[src/rtl/sync_l1_pkg.sv]
package sync_l1_pkg;

    typedef struct packed {
        logic priv;       // bit 1: only this processor touches the line
        logic ro_shared;  // bit 0: shared but never written by anyone
    } hint_t;

    typedef enum logic [3:0] {
        ST_IDLE,
        ST_DECIDE,
        ST_WB,
        ST_FILL,
        ST_WT,
        ST_RESP,
        ST_WALK,
        ST_WALK_WB,
        ST_BDONE
    } ctl_state_t;

    function automatic logic line_survives(input hint_t h, input logic en);
        return en && (h.priv || h.ro_shared);
    endfunction

endpackage

[src/rtl/sync_l1_lines.sv]
module sync_l1_lines
    import sync_l1_pkg::*;
#(
    parameter int LINES  = 8,
    parameter int TAG_W  = 3,
    parameter int DATA_W = 16,
    localparam int IDX_W = $clog2(LINES)
) (
    input  logic              clk,
    input  logic              rst,
    input  logic              clr_fetched,
    input  logic [IDX_W-1:0]  rd_idx,
    output logic              rd_valid,
    output logic              rd_dirty,
    output logic              rd_fetched,
    output logic [TAG_W-1:0]  rd_tag,
    output logic [DATA_W-1:0] rd_data,
    output hint_t             rd_hint,
    input  logic              wr_en,
    input  logic [IDX_W-1:0]  wr_idx,
    input  logic              wr_valid,
    input  logic              wr_dirty,
    input  logic              wr_fetched,
    input  logic [TAG_W-1:0]  wr_tag,
    input  logic [DATA_W-1:0] wr_data,
    input  hint_t             wr_hint
);

    typedef struct packed {
        logic              valid;
        logic              dirty;
        logic              fetched;
        hint_t             hint;
        logic [TAG_W-1:0]  tag;
        logic [DATA_W-1:0] data;
    } entry_t;

    entry_t lines_q [LINES];
    entry_t rd_e;

    assign rd_e       = lines_q[rd_idx];
    assign rd_valid   = rd_e.valid;
    assign rd_dirty   = rd_e.dirty;
    assign rd_fetched = rd_e.fetched;
    assign rd_tag     = rd_e.tag;
    assign rd_data    = rd_e.data;
    assign rd_hint    = rd_e.hint;

    // One generated slot per line; a write to this slot takes precedence over
    // the section-wide clear of the first-touch bit.
    for (genvar gi = 0; gi < LINES; gi++) begin : g_line
        always_ff @(posedge clk) begin
            if (rst) begin
                lines_q[gi] <= '0;
            end else if (wr_en && wr_idx == IDX_W'(gi)) begin
                lines_q[gi] <= '{valid: wr_valid, dirty: wr_dirty, fetched: wr_fetched,
                                 hint: wr_hint, tag: wr_tag, data: wr_data};
            end else if (clr_fetched) begin
                lines_q[gi].fetched <= 1'b0;
            end
        end
    end

endmodule

[src/rtl/sync_l1_ctrl.sv]
module sync_l1_ctrl
    import sync_l1_pkg::*;
#(
    parameter int ADDR_W = 6,
    parameter int DATA_W = 16,
    parameter int LINES  = 8,
    localparam int IDX_W = $clog2(LINES),
    localparam int TAG_W = ADDR_W - IDX_W
) (
    input  logic              clk,
    input  logic              rst,
    input  logic              cpu_req,
    input  logic              cpu_we,
    input  logic [ADDR_W-1:0] cpu_addr,
    input  logic [DATA_W-1:0] cpu_wdata,
    input  hint_t             cpu_hint,
    output logic              cpu_done,
    output logic [DATA_W-1:0] cpu_rdata,
    input  logic              cs_enter,
    input  logic              cs_exit,
    input  logic              hint_en,
    input  logic              bar_req,
    output logic              bar_done,
    output logic              l2_req,
    output logic              l2_we,
    output logic [ADDR_W-1:0] l2_addr,
    output logic [DATA_W-1:0] l2_wdata,
    input  logic              l2_ack,
    input  logic [DATA_W-1:0] l2_rdata,
    // line store access
    output logic              clr_fetched,
    output logic [IDX_W-1:0]  rd_idx,
    input  logic              rd_valid,
    input  logic              rd_dirty,
    input  logic              rd_fetched,
    input  logic [TAG_W-1:0]  rd_tag,
    input  logic [DATA_W-1:0] rd_data,
    input  hint_t             rd_hint,
    output logic              wr_en,
    output logic [IDX_W-1:0]  wr_idx,
    output logic              wr_valid,
    output logic              wr_dirty,
    output logic              wr_fetched,
    output logic [TAG_W-1:0]  wr_tag,
    output logic [DATA_W-1:0] wr_data,
    output hint_t             wr_hint
);

    ctl_state_t        state_q, state_d;
    logic              in_cs_q;
    logic              op_we_q;
    logic [ADDR_W-1:0] op_addr_q;
    logic [DATA_W-1:0] op_wdata_q;
    hint_t             op_hint_q;
    logic [DATA_W-1:0] rdata_q, rdata_d;
    logic              rdata_ld;
    logic [IDX_W-1:0]  walk_idx_q;
    logic              walk_adv;

    logic [IDX_W-1:0]  op_idx;
    logic [TAG_W-1:0]  op_tag;
    logic              walking, tag_hit, walk_last, keep;

    assign op_idx    = op_addr_q[IDX_W-1:0];
    assign op_tag    = op_addr_q[ADDR_W-1:IDX_W];
    assign walking   = (state_q == ST_WALK) || (state_q == ST_WALK_WB);
    assign rd_idx    = walking ? walk_idx_q : op_idx;
    assign tag_hit   = rd_valid && (rd_tag == op_tag);
    assign walk_last = (walk_idx_q == IDX_W'(LINES - 1));
    assign keep      = line_survives(rd_hint, hint_en);

    assign clr_fetched = cs_enter;
    assign cpu_done    = (state_q == ST_RESP);
    assign cpu_rdata   = rdata_q;
    assign bar_done    = (state_q == ST_BDONE);

    // L2 port: victim traffic uses the stored tag, own traffic the request address
    always_comb begin
        l2_req   = 1'b0;
        l2_we    = 1'b1;
        l2_addr  = op_addr_q;
        l2_wdata = op_wdata_q;
        unique case (state_q)
            ST_WB, ST_WALK_WB: begin
                l2_req   = 1'b1;
                l2_addr  = {rd_tag, rd_idx};
                l2_wdata = rd_data;
            end
            ST_FILL: begin
                l2_req = 1'b1;
                l2_we  = 1'b0;
            end
            ST_WT:   l2_req = 1'b1;
            default: ;
        endcase
    end

    always_comb begin
        state_d    = state_q;
        rdata_ld   = 1'b0;
        rdata_d    = rd_data;
        walk_adv   = 1'b0;
        wr_en      = 1'b0;
        wr_idx     = rd_idx;
        wr_valid   = rd_valid;
        wr_dirty   = rd_dirty;
        wr_fetched = rd_fetched;
        wr_tag     = rd_tag;
        wr_data    = rd_data;
        wr_hint    = rd_hint;
        unique case (state_q)
            ST_IDLE: begin
                if (bar_req)      state_d = ST_WALK;
                else if (cpu_req) state_d = ST_DECIDE;
            end
            ST_DECIDE: begin
                if (!op_we_q) begin
                    if (tag_hit && (!in_cs_q || rd_fetched)) begin
                        rdata_ld = 1'b1;
                        state_d  = ST_RESP;
                    end else if (rd_valid && rd_dirty) begin
                        state_d = ST_WB;
                    end else begin
                        state_d = ST_FILL;
                    end
                end else if (rd_valid && rd_dirty && !tag_hit) begin
                    state_d = ST_WB;
                end else if (in_cs_q) begin
                    state_d = ST_WT;
                end else begin
                    wr_en      = 1'b1;
                    wr_valid   = 1'b1;
                    wr_dirty   = 1'b1;
                    wr_fetched = 1'b1;
                    wr_tag     = op_tag;
                    wr_data    = op_wdata_q;
                    wr_hint    = op_hint_q;
                    state_d    = ST_RESP;
                end
            end
            ST_WB: begin
                if (l2_ack) begin
                    wr_en    = 1'b1;
                    wr_dirty = 1'b0;
                    state_d  = ST_DECIDE;
                end
            end
            ST_FILL, ST_WT: begin
                if (l2_ack) begin
                    wr_en      = 1'b1;
                    wr_valid   = 1'b1;
                    wr_dirty   = 1'b0;
                    wr_fetched = 1'b1;
                    wr_tag     = op_tag;
                    wr_data    = (state_q == ST_FILL) ? l2_rdata : op_wdata_q;
                    wr_hint    = op_hint_q;
                    rdata_ld   = (state_q == ST_FILL);
                    rdata_d    = l2_rdata;
                    state_d    = ST_RESP;
                end
            end
            ST_RESP: state_d = ST_IDLE;
            ST_WALK: begin
                if (rd_valid && rd_dirty) begin
                    state_d = ST_WALK_WB;
                end else begin
                    wr_en    = 1'b1;
                    wr_valid = rd_valid && keep;
                    wr_dirty = 1'b0;
                    walk_adv = 1'b1;
                    state_d  = walk_last ? ST_BDONE : ST_WALK;
                end
            end
            ST_WALK_WB: begin
                if (l2_ack) begin
                    wr_en    = 1'b1;
                    wr_valid = keep;
                    wr_dirty = 1'b0;
                    walk_adv = 1'b1;
                    state_d  = walk_last ? ST_BDONE : ST_WALK;
                end
            end
            ST_BDONE: begin
                if (!bar_req) state_d = ST_IDLE;
            end
            default: state_d = ST_IDLE;
        endcase
    end

    always_ff @(posedge clk) begin
        if (rst) begin
            state_q    <= ST_IDLE;
            in_cs_q    <= 1'b0;
            op_we_q    <= 1'b0;
            op_addr_q  <= '0;
            op_wdata_q <= '0;
            op_hint_q  <= '0;
            rdata_q    <= '0;
            walk_idx_q <= '0;
        end else begin
            state_q <= state_d;
            if (cs_enter)     in_cs_q <= 1'b1;
            else if (cs_exit) in_cs_q <= 1'b0;
            if (state_q == ST_IDLE && !bar_req && cpu_req) begin
                op_we_q    <= cpu_we;
                op_addr_q  <= cpu_addr;
                op_wdata_q <= cpu_wdata;
                op_hint_q  <= cpu_hint;
            end
            if (rdata_ld) rdata_q <= rdata_d;
            if (state_q == ST_IDLE) walk_idx_q <= '0;
            else if (walk_adv)      walk_idx_q <= walk_idx_q + 1'b1;
        end
    end

endmodule

[src/rtl/sync_l1_cache.sv]
module sync_l1_cache
    import sync_l1_pkg::*;
#(
    parameter int ADDR_W = 6,
    parameter int DATA_W = 16,
    parameter int LINES  = 8
) (
    input  logic              clk,
    input  logic              rst,
    input  logic              cpu_req,
    input  logic              cpu_we,
    input  logic [ADDR_W-1:0] cpu_addr,
    input  logic [DATA_W-1:0] cpu_wdata,
    input  logic [1:0]        cpu_hint,
    output logic              cpu_done,
    output logic [DATA_W-1:0] cpu_rdata,
    input  logic              cs_enter,
    input  logic              cs_exit,
    input  logic              hint_en,
    input  logic              bar_req,
    output logic              bar_done,
    output logic              l2_req,
    output logic              l2_we,
    output logic [ADDR_W-1:0] l2_addr,
    output logic [DATA_W-1:0] l2_wdata,
    input  logic              l2_ack,
    input  logic [DATA_W-1:0] l2_rdata
);

    localparam int IDX_W = $clog2(LINES);
    localparam int TAG_W = ADDR_W - IDX_W;

    logic              clr_fetched;
    logic [IDX_W-1:0]  rd_idx, wr_idx;
    logic              rd_valid, rd_dirty, rd_fetched;
    logic [TAG_W-1:0]  rd_tag, wr_tag;
    logic [DATA_W-1:0] rd_data, wr_data;
    hint_t             rd_hint, wr_hint, hint_in;
    logic              wr_en, wr_valid, wr_dirty, wr_fetched;

    assign hint_in = hint_t'(cpu_hint);

    sync_l1_lines #(.LINES(LINES), .TAG_W(TAG_W), .DATA_W(DATA_W)) lines_i (
        .clk, .rst, .clr_fetched,
        .rd_idx, .rd_valid, .rd_dirty, .rd_fetched, .rd_tag, .rd_data, .rd_hint,
        .wr_en, .wr_idx, .wr_valid, .wr_dirty, .wr_fetched, .wr_tag, .wr_data, .wr_hint
    );

    sync_l1_ctrl #(.ADDR_W(ADDR_W), .DATA_W(DATA_W), .LINES(LINES)) ctrl_i (
        .clk, .rst,
        .cpu_req, .cpu_we, .cpu_addr, .cpu_wdata, .cpu_hint(hint_in),
        .cpu_done, .cpu_rdata,
        .cs_enter, .cs_exit, .hint_en, .bar_req, .bar_done,
        .l2_req, .l2_we, .l2_addr, .l2_wdata, .l2_ack, .l2_rdata,
        .clr_fetched, .rd_idx, .rd_valid, .rd_dirty, .rd_fetched, .rd_tag, .rd_data,
        .rd_hint, .wr_en, .wr_idx, .wr_valid, .wr_dirty, .wr_fetched, .wr_tag,
        .wr_data, .wr_hint
    );

endmodule

[config.mk]
export PLATFORM = sky130hd
export DESIGN_NAME = sync_l1_cache
export DESIGN_NICKNAME = d
export VERILOG_FILES = /design/src/rtl/sync_l1_pkg.sv /design/src/rtl/sync_l1_lines.sv /design/src/rtl/sync_l1_ctrl.sv /design/src/rtl/sync_l1_cache.sv
export SDC_FILE = /design/constraint.sdc
export NUM_CORES = 1
export LEC_CHECK = 0
export ABC_AREA = 1
export ABC_CLOCK_PERIOD_IN_PS = 5000
export BUFFER_PORTS_ARGS = -buffer_cell sky130_fd_sc_hd__buf_2
export CAP_MARGIN = 10
export CORE_MARGIN = 8
export CORE_UTILIZATION = 62
export DETAILED_ROUTE_END_ITERATION = 16
export PLACE_DENSITY = 0.82
export SLEW_MARGIN = 40
export SYNTH_ARGS = -nofsm -noshare
export SYNTH_HDL_FRONTEND = slang
export SYNTH_SLANG_ARGS = --single-unit
[constraint.sdc]
create_clock -name clk -period 5 [get_ports clk]
set_input_delay 1 -clock clk [delete_from_list [all_inputs] [get_ports clk]]
set_output_delay 1 -clock clk [all_outputs]
set_load 0.005 [all_outputs]
* Word-level counts from Yosys, hierarchy flattened
Memories as Yosys holds them, arrays and structs flattened. Index checks and enable logic that the tools add are counted. Widths: inputs -> output; s select.
Operators by class: mux-type cells 135, bitwise logic cells 16, eq/ne operators 22, reduce and logical (&&, ||, !) cells 30, shift operators 0, order comparisons 0, div/mod/pow operators 0, $add $sub $neg 1, multipliers 0
Operator list (count):
- $mux 24 | 8
- $mux 16 | 8
- $mux 1 | 88
- $mux 4 | 11
- $pmux 16 s2 | 1
- $pmux 4 s7 | 1
- $eq 4x3->1 const B | 4
- $logic_and 1x1->1 | 16
- $or 1x1->1 | 16
- $eq 3x3->1 const B | 5
- $mux 3 | 5
- $eq 4x2->1 const B | 2
- $mux 2 | 4
- $ne 2x2->1 const B | 4
- $eq 3x2->1 const B | 2
- $mux 6 | 1
- $pmux 1 s2 | 3
- $pmux 1 s3 | 2
- $pmux 3 s2 | 1
- $reduce_or 2->1 | 3
- $reduce_and 5->1 | 1
- $eq 4x1->1 const B | 1
- $eq 4x4->1 const B | 1
- $logic_not 4->1 | 1
- 11 further kinds | 15
Word-level totals: bits in latches 0, register bits after elaboration 49, bits in read-only memories 0, bits in writable memories 192, output and inout bits 42, input bits 49, word-level logic and storage cells 214, memories 1
Memories:
- lines_i.lines_q | words 8, width 24, read ports 1, clocked after memory_dff 0, wr ports 8, line sync_l1_lines.sv:38 | entry_t lines_q [LINES];

* Logic depth before layout (Yosys ltp)
Gate-level depths: netlist of run 1. An unclocked memory read counts as a cell.
word-level depth 17, gate-level depth with buffers 21, mapped depth without buffers 20

* Modules after synthesis
A second synthesis of run 1 with hierarchy kept.
Second synthesis, totals: cell total of the unflattened synthesis 1589, area total of the unflattened synthesis 12632.1 sq um
Modules (own cells, without submodules):
- sync_l1_lines | instances 1, seq. area each 5765.5 sq um, cells each 1111, area an instance 9419.0 sq um
- sync_l1_ctrl | instances 1, seq. area each 980.9 sq um, cells each 478, area an instance 3213.1 sq um

* Least setup slack after synthesis of run 1
No wires, ideal clock.
kind register -> output, start point register ctrl_i.state_q[1], end point output port l2_wdata[10], required time 4.000 ns, stages on the path, launching flop included 12, data arrival time 2.020 ns, buffers on the path 3, path slack 1.980 ns, cell sequence dfxtp_1 buf_2 nand3_4 o21ai_4 nand2_1 inv_1 buf_2 buf_1 a22oi_1 nand3_1 o21ai_0 o21ai_0
On the way: longest elaborated chain between the ends 5, elaborated cells between the ends (all ways) 8, those cells by class 3 x eq/ne; 2 x mux; 2 x reduce/logical; 1 x memory
Ends and longest elaborated chain:
- start: declaration | line sync_l1_ctrl.sv:49 | ctl_state_t state_q, state_d;
- start signal: assignment | line sync_l1_ctrl.sv:201 | state_q <= state_d;
- $eq 4x3->1, on equally long branches | line sync_l1_ctrl.sv:66, sync_l1_ctrl.sv:83
- $logic_or 1x1->1 | line sync_l1_ctrl.sv:66 | assign walking = (state_q == ST_WALK) || (state_q == ST_WALK_WB);
- $mux 3 | line sync_l1_ctrl.sv:67 | assign rd_idx = walking ? walk_idx_q : op_idx;
- $mem_v2 8x24
- $mux 16 (*) | line sync_l1_ctrl.sv:83 | unique case (state_q)
- end: declaration | line sync_l1_cache.sv:25 | output logic [DATA_W-1:0] l2_wdata,
Mark *: on every way between the ends. The rest lies on a longest branch, timed or not.

* Worst setup path in the final report of run 1
start point register ctrl_i.state_q[1], end point output port l2_wdata[7]
The elaborated chain is that of the path after synthesis.

==> summary.md, run 1 <==
| Metric | Value |
|---|---|
| Total GRT Usage | 29.0% |
| CP Capture Point | l2_wdata[7] |
| Initial DRC Count | 1,464 |
| Yosys warning count | 0 |
| Via count | 10.5k |
| Routed vias/inst | roughly 6.3 |
| CP Launch Type | flop |
| Reg2reg setup slack | 890 ps |
| Post-route setup slack | 322 ps |
| Beginning of the critical path | ctrl_i.state_q[1]$_SDFFE_PP0P_ |
| Hold buffers post-CTS | 0 |
| Diodes inserted | 0 |
| Worst r2r dst | lines_i.lines_q[4][8]$_SDFFCE_PN0P_ |
| Worst R2R Start | ctrl_i.state_q[1]$_SDFFE_PP0P_ |
| CP Capture Type | primary output |
| First-pass GRT wire length | between 50,000 and 60,000 um |
| Final Hold Viols | 0 |
| Antenna-violating nets left | 0 |
| GRT overflow | 0 |
| Power Density | about 550 nW/um^2 |
| Pre-CTS setup slack | roughly 950 ps |
| Worst R2R Path Depth | 18 |
| DP Wirelength | 23,400 um |
| Internal power | about 4300 uW |
| Chip Width | 155 um |
| Mapped Area | 12,000 um^2 |
| Worst hold path type | flop to flop |
| Comb power frac | 40.4% |
| Core footprint | 18,800 um^2 |
| Clk_lat worst skew | 540 ps |
| Tmin final | about 4700 ps |
| Reg power frac | 33.6% |
| Required time worst endpoint | 4000 ps |
| Register area share after synthesis | roughly 56% |
| Unique masters post-synth | 39 |
| Vias in the first global route | 9,862 |
| Initial antenna violation count | 0 |
| RePlAce Congestion | 0.952 |
| Number of port buffers | 90 |
| Worst-Margin Slew | 855 ps |
| CP max FO | 18 |
| Post-CTS Setup Bufs | 0 |
| Max_cap viols | 0 |
| Setup CP Type | flop to primary output |
| Worst path arrival time | 3680 ps |
| CTS buffer count | 25 |
| # DRC | 0 |
| Final wirelength | 35,300 um |
| Area leader, netlist | edfxtp_1 |
| Post_cts resized | 0 |
| Share of the synthesized area in the top cell type | around half |
| Cells after Synth | 1,293 |
| Largest net degree at the start of global routing | 43 |
| H-Tree Depth | 1 |
| Final TNS setup | 0 ps |
| Clk sink count | ~240 |
| Worst slew margin | 43.0% |
| Post-synthesis net count | 1,344 |
| Row count | 50 |
| Psw | 3110 uW |
| Die area | 24,000 um^2 |
| Initial Util | 63.5% |
| Maximum VDD drop | 0.298 mV |
| Share of layout cells above drive strength 1 | between 10% and 20% |
| Ports | between 90 and 100 |
| Worst-path clk slew | 60 ps |
| Clock root buffer | clkbuf_16 |
| Fmax achieved | between 200 and 250 MHz |
| Clock Power Share | 26.0% |
| Layout Skew | ~22 ps |
| Die height | 155 um |
| Area growth syn-to-layout | 14.0% |
| CTS tree | done |
| Status | finished, final reports clean |
| FF+latch count, synth | 241 |
| Fin util | roughly 72% |
| Syn_area_per_cell | between 9 and 10 um^2 |
| Final period util | 93.6% |
| Unrepaired setup endpoints after global routing | false |
| Pre-antenna DRT Iters | 6 |
| LEAKAGE | 0.00530 uW |
| Max Slew Vio Count | 0 |
| Final Setup Violations | 0 |
| WL per Instance | 21.2 um |
| Pwr Total | 7460 uW |
| Net Sw Frac | 41.7% |
| Layout Nets | 1,436 |
| Area contributors post-synth | edfxtp_1, dfxtp_1, nand2_1, a21oi_1, nor2_1 |
| Max clock buf depth | 3 |
-- registers in the layout, summed over array words and instances (netlist names) --
signal and count:
ctrl_i.walk_idx_q 3, lines_i.lines_q 192, ctrl_i.cpu_rdata 16, ctrl_i.op_we_q 1, ctrl_i.state_q 4, ctrl_i.in_cs_q 1, ctrl_i.op_addr_q 6, ctrl_i.op_wdata_q 16
ctrl_i.op_hint_q 2
-- routing by layer --
| metal | GRT usage [%] | vias to the layer above | part of all wire [%] |
|---|---|---|---|
| met5 | 0 | - | 0 |
| met4 | 10.3 | 0 | 2.9 |
| met3 | 7.36 | 90 | 15 |
| met2 | 44.6 | 765 | 45 |
| met1 | 39.4 | 4852 | 38 |
| li1 | - | 4746 | - |
-- how the worst min path moves through the flow --
stage / from / endpoint / slack, ps / cells past startpoint
floorplan: ctrl_i.op_addr_q[1]$_SDFFE_PP0P_ / ctrl_i.op_addr_q[1]$_SDFFE_PP0P_ / 440 / 2
global placement: ctrl_i.cpu_rdata[15]$_SDFFE_PP0P_ / ctrl_i.cpu_rdata[15]$_SDFFE_PP0P_ / 460 / 2
detailed placement: ctrl_i.cpu_rdata[7]$_SDFFE_PP0P_ / ctrl_i.cpu_rdata[7]$_SDFFE_PP0P_ / 470 / 2
CTS: ctrl_i.op_addr_q[1]$_SDFFE_PP0P_ / ctrl_i.op_addr_q[1]$_SDFFE_PP0P_ / 480 / 2
global route: ctrl_i.cpu_rdata[7]$_SDFFE_PP0P_ / ctrl_i.cpu_rdata[7]$_SDFFE_PP0P_ / 500 / 2
finish: ctrl_i.op_addr_q[1]$_SDFFE_PP0P_ / ctrl_i.op_addr_q[1]$_SDFFE_PP0P_ / 480 / 2
-- power groups by stage --
stage | Clock (uW) | Combinational, uW | Sequential [uW]
5_1_grt | 2010 | 3260 | 2530
3_5_place_dp | 0 | 2890 | 2540
6_report | 1940 | 3010 | 2510
4_1_cts | 1930 | 2910 | 2500
3_3_place_gp | 0 | 2820 | 2540
2_1_floorplan | 0 | 1940 | 2510
-- per-stage QoR --
step,std cells,cell area [um^2],hold slack (ps)
2_1_floorplan,1293,12000,444
3_3_place_gp,1618,12800,459
3_5_place_dp,1618,12800,470
4_1_cts,1661,13600,479
5_1_grt,1661,13600,500
6_report,1661,13600,476
-- cell usage after synthesis --
cell      number
a31oi_1        1
buf_2         27
o21ai_1        1
o21ai_0       82
o211ai_1      10
o21bai_1       1
buf_4          4
nor2b_1        8
nand2_2        2
nand3_1       58
nand3b_1       6
and3_1         1
nor3_2         1
a21oi_1      180
buf_6          6
inv_1         75
nand2_4        1
a21boi_0       1
nand4_1       10
o21ai_2        2
buf_1          9
ha_1           2
dfxtp_1       49
nand2_1      245
edfxtp_1     192
a41oi_1        3
nand3_2        7
inv_2          4
nand3_4        3
clkbuf_1      29
o21ai_4        1
nor2_2         6
o32ai_1       17
nor3_1         7
nor2_1       164
clkinv_1       4
o211ai_2      20
o22ai_1        1
a22oi_1       53
-- cell type report --
type | count | area (um^2)
well taps | 260 | 325
clock inverters | 14 | 195
clock buffers | 29 | 641
fillers | 1344 | 5200
flip-flops and latches | 241 | 6750
repair buffers | 140 | 876
multi-input cells | 894 | 4530
inverters | 83 | 312
-- worst max-delay path, stage by stage, from the launching register on --
cell	delay, ps
dfxtp_1	550
nand4_1	210
buf_4	230
nand2_1	280
nand2_1	210
inv_1	620
buf_4	270
a22oi_1	80
nand3_1	80
o21ai_0	220
o21ai_0	240
buf_2	150
-- layout by cell type (no fill, tap or decap), types with 9 or more instances in the layout --
master	n
nor2_1	162
a22oi_1	53
inv_1	74
clkinv_1	9
o32ai_1	17
nand4_1	10
o211ai_1	10
a21oi_1	180
buf_4	46
o211ai_2	20
edfxtp_1	192
nand2_1	244
nand3_1	58
dfxtp_1	49
clkbuf_16	25
buf_2	90
o21ai_0	82
-- kinds of logic after synthesis --
| kind of cell | count (synthesis) | share of synthesized area, % |
|---|---|---|
| AOI/OAI and AO/OA | 373 | 19.0 |
| adders and majority gates | 2 | 0.209 |
| buffers and inverters | 158 | 5.75 |
| DFF | 241 | 56.4 |
| and+or+nand+nor | 519 | 18.6 |
No activity file was read; power rests on OpenSTA's default activity.
==> inputs of run 2 (changes only) <==
--- a/config.mk
+++ b/config.mk
@@ -9,6 +9,7 @@
 export ABC_CLOCK_PERIOD_IN_PS = 5000
 export BUFFER_PORTS_ARGS = -buffer_cell sky130_fd_sc_hd__buf_2
 export CAP_MARGIN = 10
+export CORE_ASPECT_RATIO = 1.4
 export CORE_MARGIN = 8
 export CORE_UTILIZATION = 62
 export DETAILED_ROUTE_END_ITERATION = 16
==> run 2 against run 1 <==
  * Worst setup slack better by 71 ps
  * Fmax grew 1.5%
  * Register-to-register slack improved by 100 ps
  * Critical path type unchanged
  * Clock-buffer cell count is 3 lower
  * Critical endpoint is now l2_wdata[1]
  * Utilization shrank 2.2 points
  * Sequential power about the same
  * Global-route usage up 0.43 points
  * Wire length is 2.4% higher
  * Non-clock buffer count shrank 15
==> summary.md, run 2 (synthesis results as in run 1) <==
| Metric | Value |
|---|---|
| Clk sink count | around 240 |
| Largest register by flop count | lines_i.lines_q |
| Crit-path max cell delay | between 500 and 600 ps |
| Pre-antenna DRT Iters | 5 |
| Area growth syn-to-layout | 11.9% |
| Largest net degree at the start of global routing | 48 |
| Routed vias/inst | 6.43 |
| CP Cell Sequence | nand3_4 -> nand2_2 -> nand2_1 -> nor2_4 -> buf_4 -> a22oi_1 -> nand3_1 -> o21ai_0 -> o21ai_0 -> buf_2 |
| Setup CP Type | flop to primary output |
| Die height | around 180 um |
| Final wirelength | 36,100 um |
| Worst R2R Start | ctrl_i.state_q[1]$_SDFFE_PP0P_ |
| Status | finished, final reports clean |
| Max Slew Vio Count | 0 |
| Ports | 91 |
| DP Wirelength | roughly 23,000 um |
| Worst slew margin | ~46% |
| Max_cap viols | 0 |
| Final TNS setup | 0 ps |
| CTS buffer count | 24 |
| Final period util | between 90% and 100% |
| Critical path depth in cells | 10 |
| RePlAce Congestion | between 0.9 and 1 |
| Via count | 10.5k |
| Largest register FFs | 192 |
| Final instance area | ~13,000 um^2 |
| Fin util | 70.1% |
| Pre-CTS setup slack | around 1100 ps |
| Post-CTS Setup Bufs | 0 |
| CP Capture Type | primary output |
| Die area | 24,000 um^2 |
| Diodes inserted | 0 |
| LEAKAGE | 0.00517 uW |
| Total GRT Usage | 29.5% |
| CP Launch Type | flop |
| Beginning of the critical path | ctrl_i.state_q[1]$_SDFFE_PP0P_ |
| Worst path arrival time | 3610 ps |
| Initial Util | a little over three fifths |
| First-pass GRT wire length | about 56,000 um |
| Final Hold Viols | 0 |
| CTS tree | done |
| Clock root buffer | clkbuf_16 |
| Worst-Margin Slew | between 700 and 800 ps |
| Worst R2R Path Depth | 16 |
| Area after DPL | 12,700 um^2 |
| Worst path slowest cell | dfxtp_1 |
| Final Setup Violations | 0 |
| Row count | 60 |
| Power Density | ~540 nW/um^2 |
| Share of layout cells above drive strength 1 | 15.0% |
| Most common cell after layout, fill and taps aside | nand2_1 |
| Worst-path clk slew | 70 ps |
| Number of port buffers | 90 |
| Worst hold path type | flop to flop |
| Chip Width | 133 um |
| Post-route setup slack | 393 ps |
| Layout Skew | about 17 ps |
| # DRC | 0 |
| Initial antenna violation count | 0 |
| Max clock buf depth | 3 |
| Antenna-violating nets left | 0 |
| Required time worst endpoint | ~4000 ps |
| CP bufs+invs | 2 |
| Maximum VDD drop | 0.448 mV |
| Worst r2r dst | lines_i.lines_q[2][2]$_SDFFCE_PN0P_ |
| Layout Nets | ~1.4k |
| Most frequent cells in the layout | nand2_1, edfxtp_1, a21oi_1, nor2_1, buf_2 |
| CP Capture Point | l2_wdata[1] |
| Most common cell on crit path | o21ai_0 |
| WL per Instance | 22.1 um |
| H-Tree Depth | 1 |
| CP max FO | 23 |
| Reg2reg setup slack | 990 ps |
| Crit path max-delay family | simple AND/OR/NAND/NOR gates |
| Tmin final | around 4600 ps |
| Clk_lat worst skew | 530 ps |
| Post_cts resized | 0 |
| Hold buffers post-CTS | 0 |
| Initial DRC Count | 1,220 |
| Fmax achieved | 217 MHz |
| GRT overflow | 0 |
| Unrepaired setup endpoints after global routing | false |
| Vias in the first global route | 10.4k |
| Pwr Total | 7190 uW |
| Core footprint | 19,100 um^2 |
-- run 2: area by class of cell --
cell class,count,area (um^2)
inverter,83,312
multi-input combinational,894,4540
fill,1434,5700
timing repair buffer,125,751
sequential,241,6750
tap,248,310
clock inverter,15,106
clock buffer,26,608
-- run 2: worst reg2reg max path, stage by stage, from the launching register on --
cell     delay [ps]
dfxtp_1         560
nand3_4         210
nand2_2         250
nand2_1         160
nor2_4          450
inv_2           120
nor2_1          120
nor2_1           70
nand2_1          60
nand2_1          50
nand2_1         150
nor2_2           80
nor2_1          180
a21oi_1         110
nand2_4         220
nand3_2         630
a21oi_1         400
-- run 2: worst min-delay path by stage --
stage	slack [ps]	cells past startpoint	from	endpoint
2_1_floorplan	440	2	ctrl_i.op_addr_q[1]$_SDFFE_PP0P_	ctrl_i.op_addr_q[1]$_SDFFE_PP0P_
3_3_place_gp	460	2	ctrl_i.cpu_rdata[4]$_SDFFE_PP0P_	ctrl_i.cpu_rdata[4]$_SDFFE_PP0P_
3_5_place_dp	470	2	ctrl_i.cpu_rdata[4]$_SDFFE_PP0P_	ctrl_i.cpu_rdata[4]$_SDFFE_PP0P_
4_1_cts	480	2	ctrl_i.cpu_rdata[4]$_SDFFE_PP0P_	ctrl_i.cpu_rdata[4]$_SDFFE_PP0P_
5_1_grt	500	2	ctrl_i.cpu_rdata[4]$_SDFFE_PP0P_	ctrl_i.cpu_rdata[4]$_SDFFE_PP0P_
6_report	480	2	ctrl_i.cpu_rdata[4]$_SDFFE_PP0P_	ctrl_i.cpu_rdata[4]$_SDFFE_PP0P_
-- run 2: where the power goes --
part | total (uW) | leakage (uW) | internal, uW | switching (uW)
Combinational | 2990 | 0.00244 | 775 | 2220
Clock | 1680 | 0.000344 | 925 | 753
Sequential | 2510 | 0.00239 | 2390 | 126
-- run 2: stage by stage --
stage / hold WS (ps) / std cells
after floorplan: 444 / 1293
after global placement: 462 / 1590
after detailed placement: 465 / 1591
after CTS: 480 / 1632
after global routing: 499 / 1632
final: 477 / 1632
-- run 2: routing by layer --
metal	part of all wire (%)	GRT usage, %
met3	8.7	4.58
met1	33	32.6
met5	0	0
met4	6.7	18.6
met2	52	51.6
==> inputs of run 3 (changes only) <==
--- a/config.mk
+++ b/config.mk
@@ -6,14 +6,13 @@
 export NUM_CORES = 1
 export LEC_CHECK = 0
 export ABC_AREA = 1
-export ABC_CLOCK_PERIOD_IN_PS = 5000
+export ABC_CLOCK_PERIOD_IN_PS = 5100
 export BUFFER_PORTS_ARGS = -buffer_cell sky130_fd_sc_hd__buf_2
 export CAP_MARGIN = 10
 export CORE_ASPECT_RATIO = 1.4
 export CORE_MARGIN = 8
-export CORE_UTILIZATION = 62
+export CORE_UTILIZATION = 45
 export DETAILED_ROUTE_END_ITERATION = 16
-export PLACE_DENSITY = 0.82
 export SLEW_MARGIN = 40
 export SYNTH_ARGS = -nofsm -noshare
 export SYNTH_HDL_FRONTEND = slang
==> constraint.sdc (replaced) <==
create_clock -name clk -period 5.1 [get_ports clk]
set_input_delay 1.02 -clock clk [delete_from_list [all_inputs] [get_ports clk]]
set_output_delay 1.02 -clock clk [all_outputs]
set_load 0.005 [all_outputs]
==> run 3 against run 2 <==
  * Hold slack improved by 3.7 ps
  * Combinational power barely moved
  * Die area rose by 34%
  * Critical path depth did not move
  * Highest routed layer unchanged
  * Clock power rose by 19%
  * Largest cell class unchanged
  * Critical path type unchanged
  * Largest power group unchanged
  * Final cell count rose by 5.6%
  * Clock skew rose by 6.1 ps
  * Worst setup slack improved by 220 ps
==> summary.md, run 3 (synthesis results as in run 1) <==
| Metric | Value |
|---|---|
| Ports | 91 |
| Hold buffers post-CTS | 0 |
| CP Launch Type | flop |
| Clock root buffer | clkbuf_16 |
| Most common cell on crit path | o21ai_0 |
| Initial DRC Count | 652 |
| Worst r2r dst | lines_i.lines_q[1][18]$_SDFFCE_PN0P_ |
| Final period util | 88.0% |
| Die height | about 210 um |
| Clk sink count | approximately 240 |
| Unrepaired setup endpoints after global routing | false |
| Initial antenna violation count | 1 |
| RePlAce Congestion | ~0.87 |
| Maximum VDD drop | 0.293 mV |
| Die area | ~32,000 um^2 |
| Fin util | 52.7% |
| Status | finished, final reports clean |
| CP max FO | 19 |
| Routed vias/inst | 5.82 |
| Worst R2R Start | ctrl_i.state_q[1]$_SDFFE_PP0P_ |
| Total GRT Usage | a little under a quarter |
| WL per Instance | 21.9 um |
| Flip-flop and latch area | a little under 7000 um^2 |
| Final std cells w/o fill | 1,724 |
| Worst-path clk slew | 60 ps |
| # fillers | 2,450 |
| Crit path max-delay family | simple AND/OR/NAND/NOR gates |
| Core footprint | 26,100 um^2 |
| Pre-antenna DRT Iters | 5 |
| HP Start | ctrl_i.op_addr_q[1]$_SDFFE_PP0P_ |
| Worst R2R Path Depth | 17 |
| Final Setup Violations | 0 |
| # DRC | 0 |
| Hold Crit Depth | 2 |
| Multi-input logic area | 4550 um^2 |
| Final TNS setup | 0 ps |
| Power Density | 539 nW/um^2 |
| CTS buffer count | 26 |
| Row count | 70 |
| Max clock buf depth | 3 |
| Initial Util | 45.8% |
| Layout Nets | 1,430 |
| Antenna-violating nets left | 0 |
| First-pass GRT wire length | 57,900 um |
| Beginning of the critical path | ctrl_i.state_q[1]$_SDFFE_PP0P_ |
| Post_cts resized | 0 |
| Area growth syn-to-layout | 15.0% |
| Placed cells | 1,674 |
| Max_cap viols | 0 |
| Reg2reg setup slack | ~1300 ps |
| Number of port buffers | 90 |
| Tmin final | between 4000 and 5000 ps |
| LEAKAGE | 0.00531 uW |
| Largest register FFs | 192 |
| H-Tree Depth | 1 |
| Vias in the first global route | 10.2k |
| Chip Width | 154 um |
| Clk_lat worst skew | about 540 ps |
| Final wirelength | 37,800 um |
| Worst Hold End | ctrl_i.op_addr_q[1]$_SDFFE_PP0P_ |
| CP Capture Type | primary output |
| Layout Skew | 22.8 ps |
| Post-CTS Setup Bufs | 0 |
| Fmax achieved | 223 MHz |
| Hold slack | 481 ps |
| Share of layout cells above drive strength 1 | 16.0% |
| Required time worst endpoint | 4080 ps |
| Worst path arrival time | roughly 3500 ps |
| Largest register by flop count | lines_i.lines_q |
| Worst slew margin | approximately 46% |
| CTS tree | done |
| CP bufs+invs | 2 |
| DP Wirelength | ~25,000 um |
| Most frequent cells in the layout | nand2_1, edfxtp_1, a21oi_1, nor2_1, buf_2 |
| CP Cell Sequence | nand3_4 -> nand2_2 -> nand2_1 -> nor2_4 -> buf_4 -> a22oi_1 -> nand3_1 -> o21ai_0 -> o21ai_0 -> buf_2 |
| Largest net degree at the start of global routing | 50 |
| Worst hold path type | flop to flop |
| Max Slew Vio Count | 0 |
| Final Hold Viols | 0 |
| Setup CP Type | flop to primary output |
| Worst-Margin Slew | 807 ps |
| Crit-path max cell delay | 550 ps |
| Worst path slowest cell | dfxtp_1 |
| GRT overflow | 0 |
| Via count | 10.0k |
| Most common cell after layout, fill and taps aside | nand2_1 |
[run 3: cell count changes in the layout (fill, tap and decap cells not counted), sizes merged]
cell    change
buf         +8
bufinv      +4
clkbuf      +2
diode       +1
inv         +1
[run 3: through the flow]
step                      power [uW]  instance area [um^2]  worst slack (ps)
after CTS                       7420                 13700               615
after floorplan                 4360                 12000              2060
after global placement          5410                 12800               907
after detailed placement        5440                 12800              1190
after global routing            7820                 13700               329
final                           7410                 13700               612
[run 3: how the worst max path moves through the flow]
stage,to,slack (ps),cells past startpoint
final,l2_wdata[7],610,10
after global routing,l2_wdata[4],330,10
after CTS,l2_wdata[7],620,10
after detailed placement,l2_wdata[7],1190,10
after global placement,l2_wdata[7],910,10
after floorplan,l2_wdata[10],2060,11
[run 3: area by class of cell]
type	instances	area share, %
diodes	1	0.0182
multi-input cells	894	33.1
flip-flops and latches	241	49.1
well taps	324	2.95
inverters	83	2.27
repair buffers	133	6.06
clock buffers	28	4.79
clock inverters	20	1.77
[run 3: power by group]
part | internal, uW | switching, uW | total (uW)
sequential | 2340 | 114 | 2450
combinational | 776 | 2190 | 2960
clock | 1190 | 807 | 2000
[run 3: routing by layer]
metal / routed length [um] / share of wire (%) / up-vias / track usage (%)
met5: 0 / 0 / - / 0
met4: 1380 / 3.7 / 0 / 9.86
met3: 1870 / 4.9 / 71 / 2.52
met2: 20700 / 55 / 319 / 43.9
met1: 13900 / 37 / 4886 / 25.7
li1: - / - / 4754 / -
[run 3: worst min-delay path, cell delays in order (launching register included)]
cell     delay (ps)
dfxtp_1         310
inv_1            70
a21oi_1          60
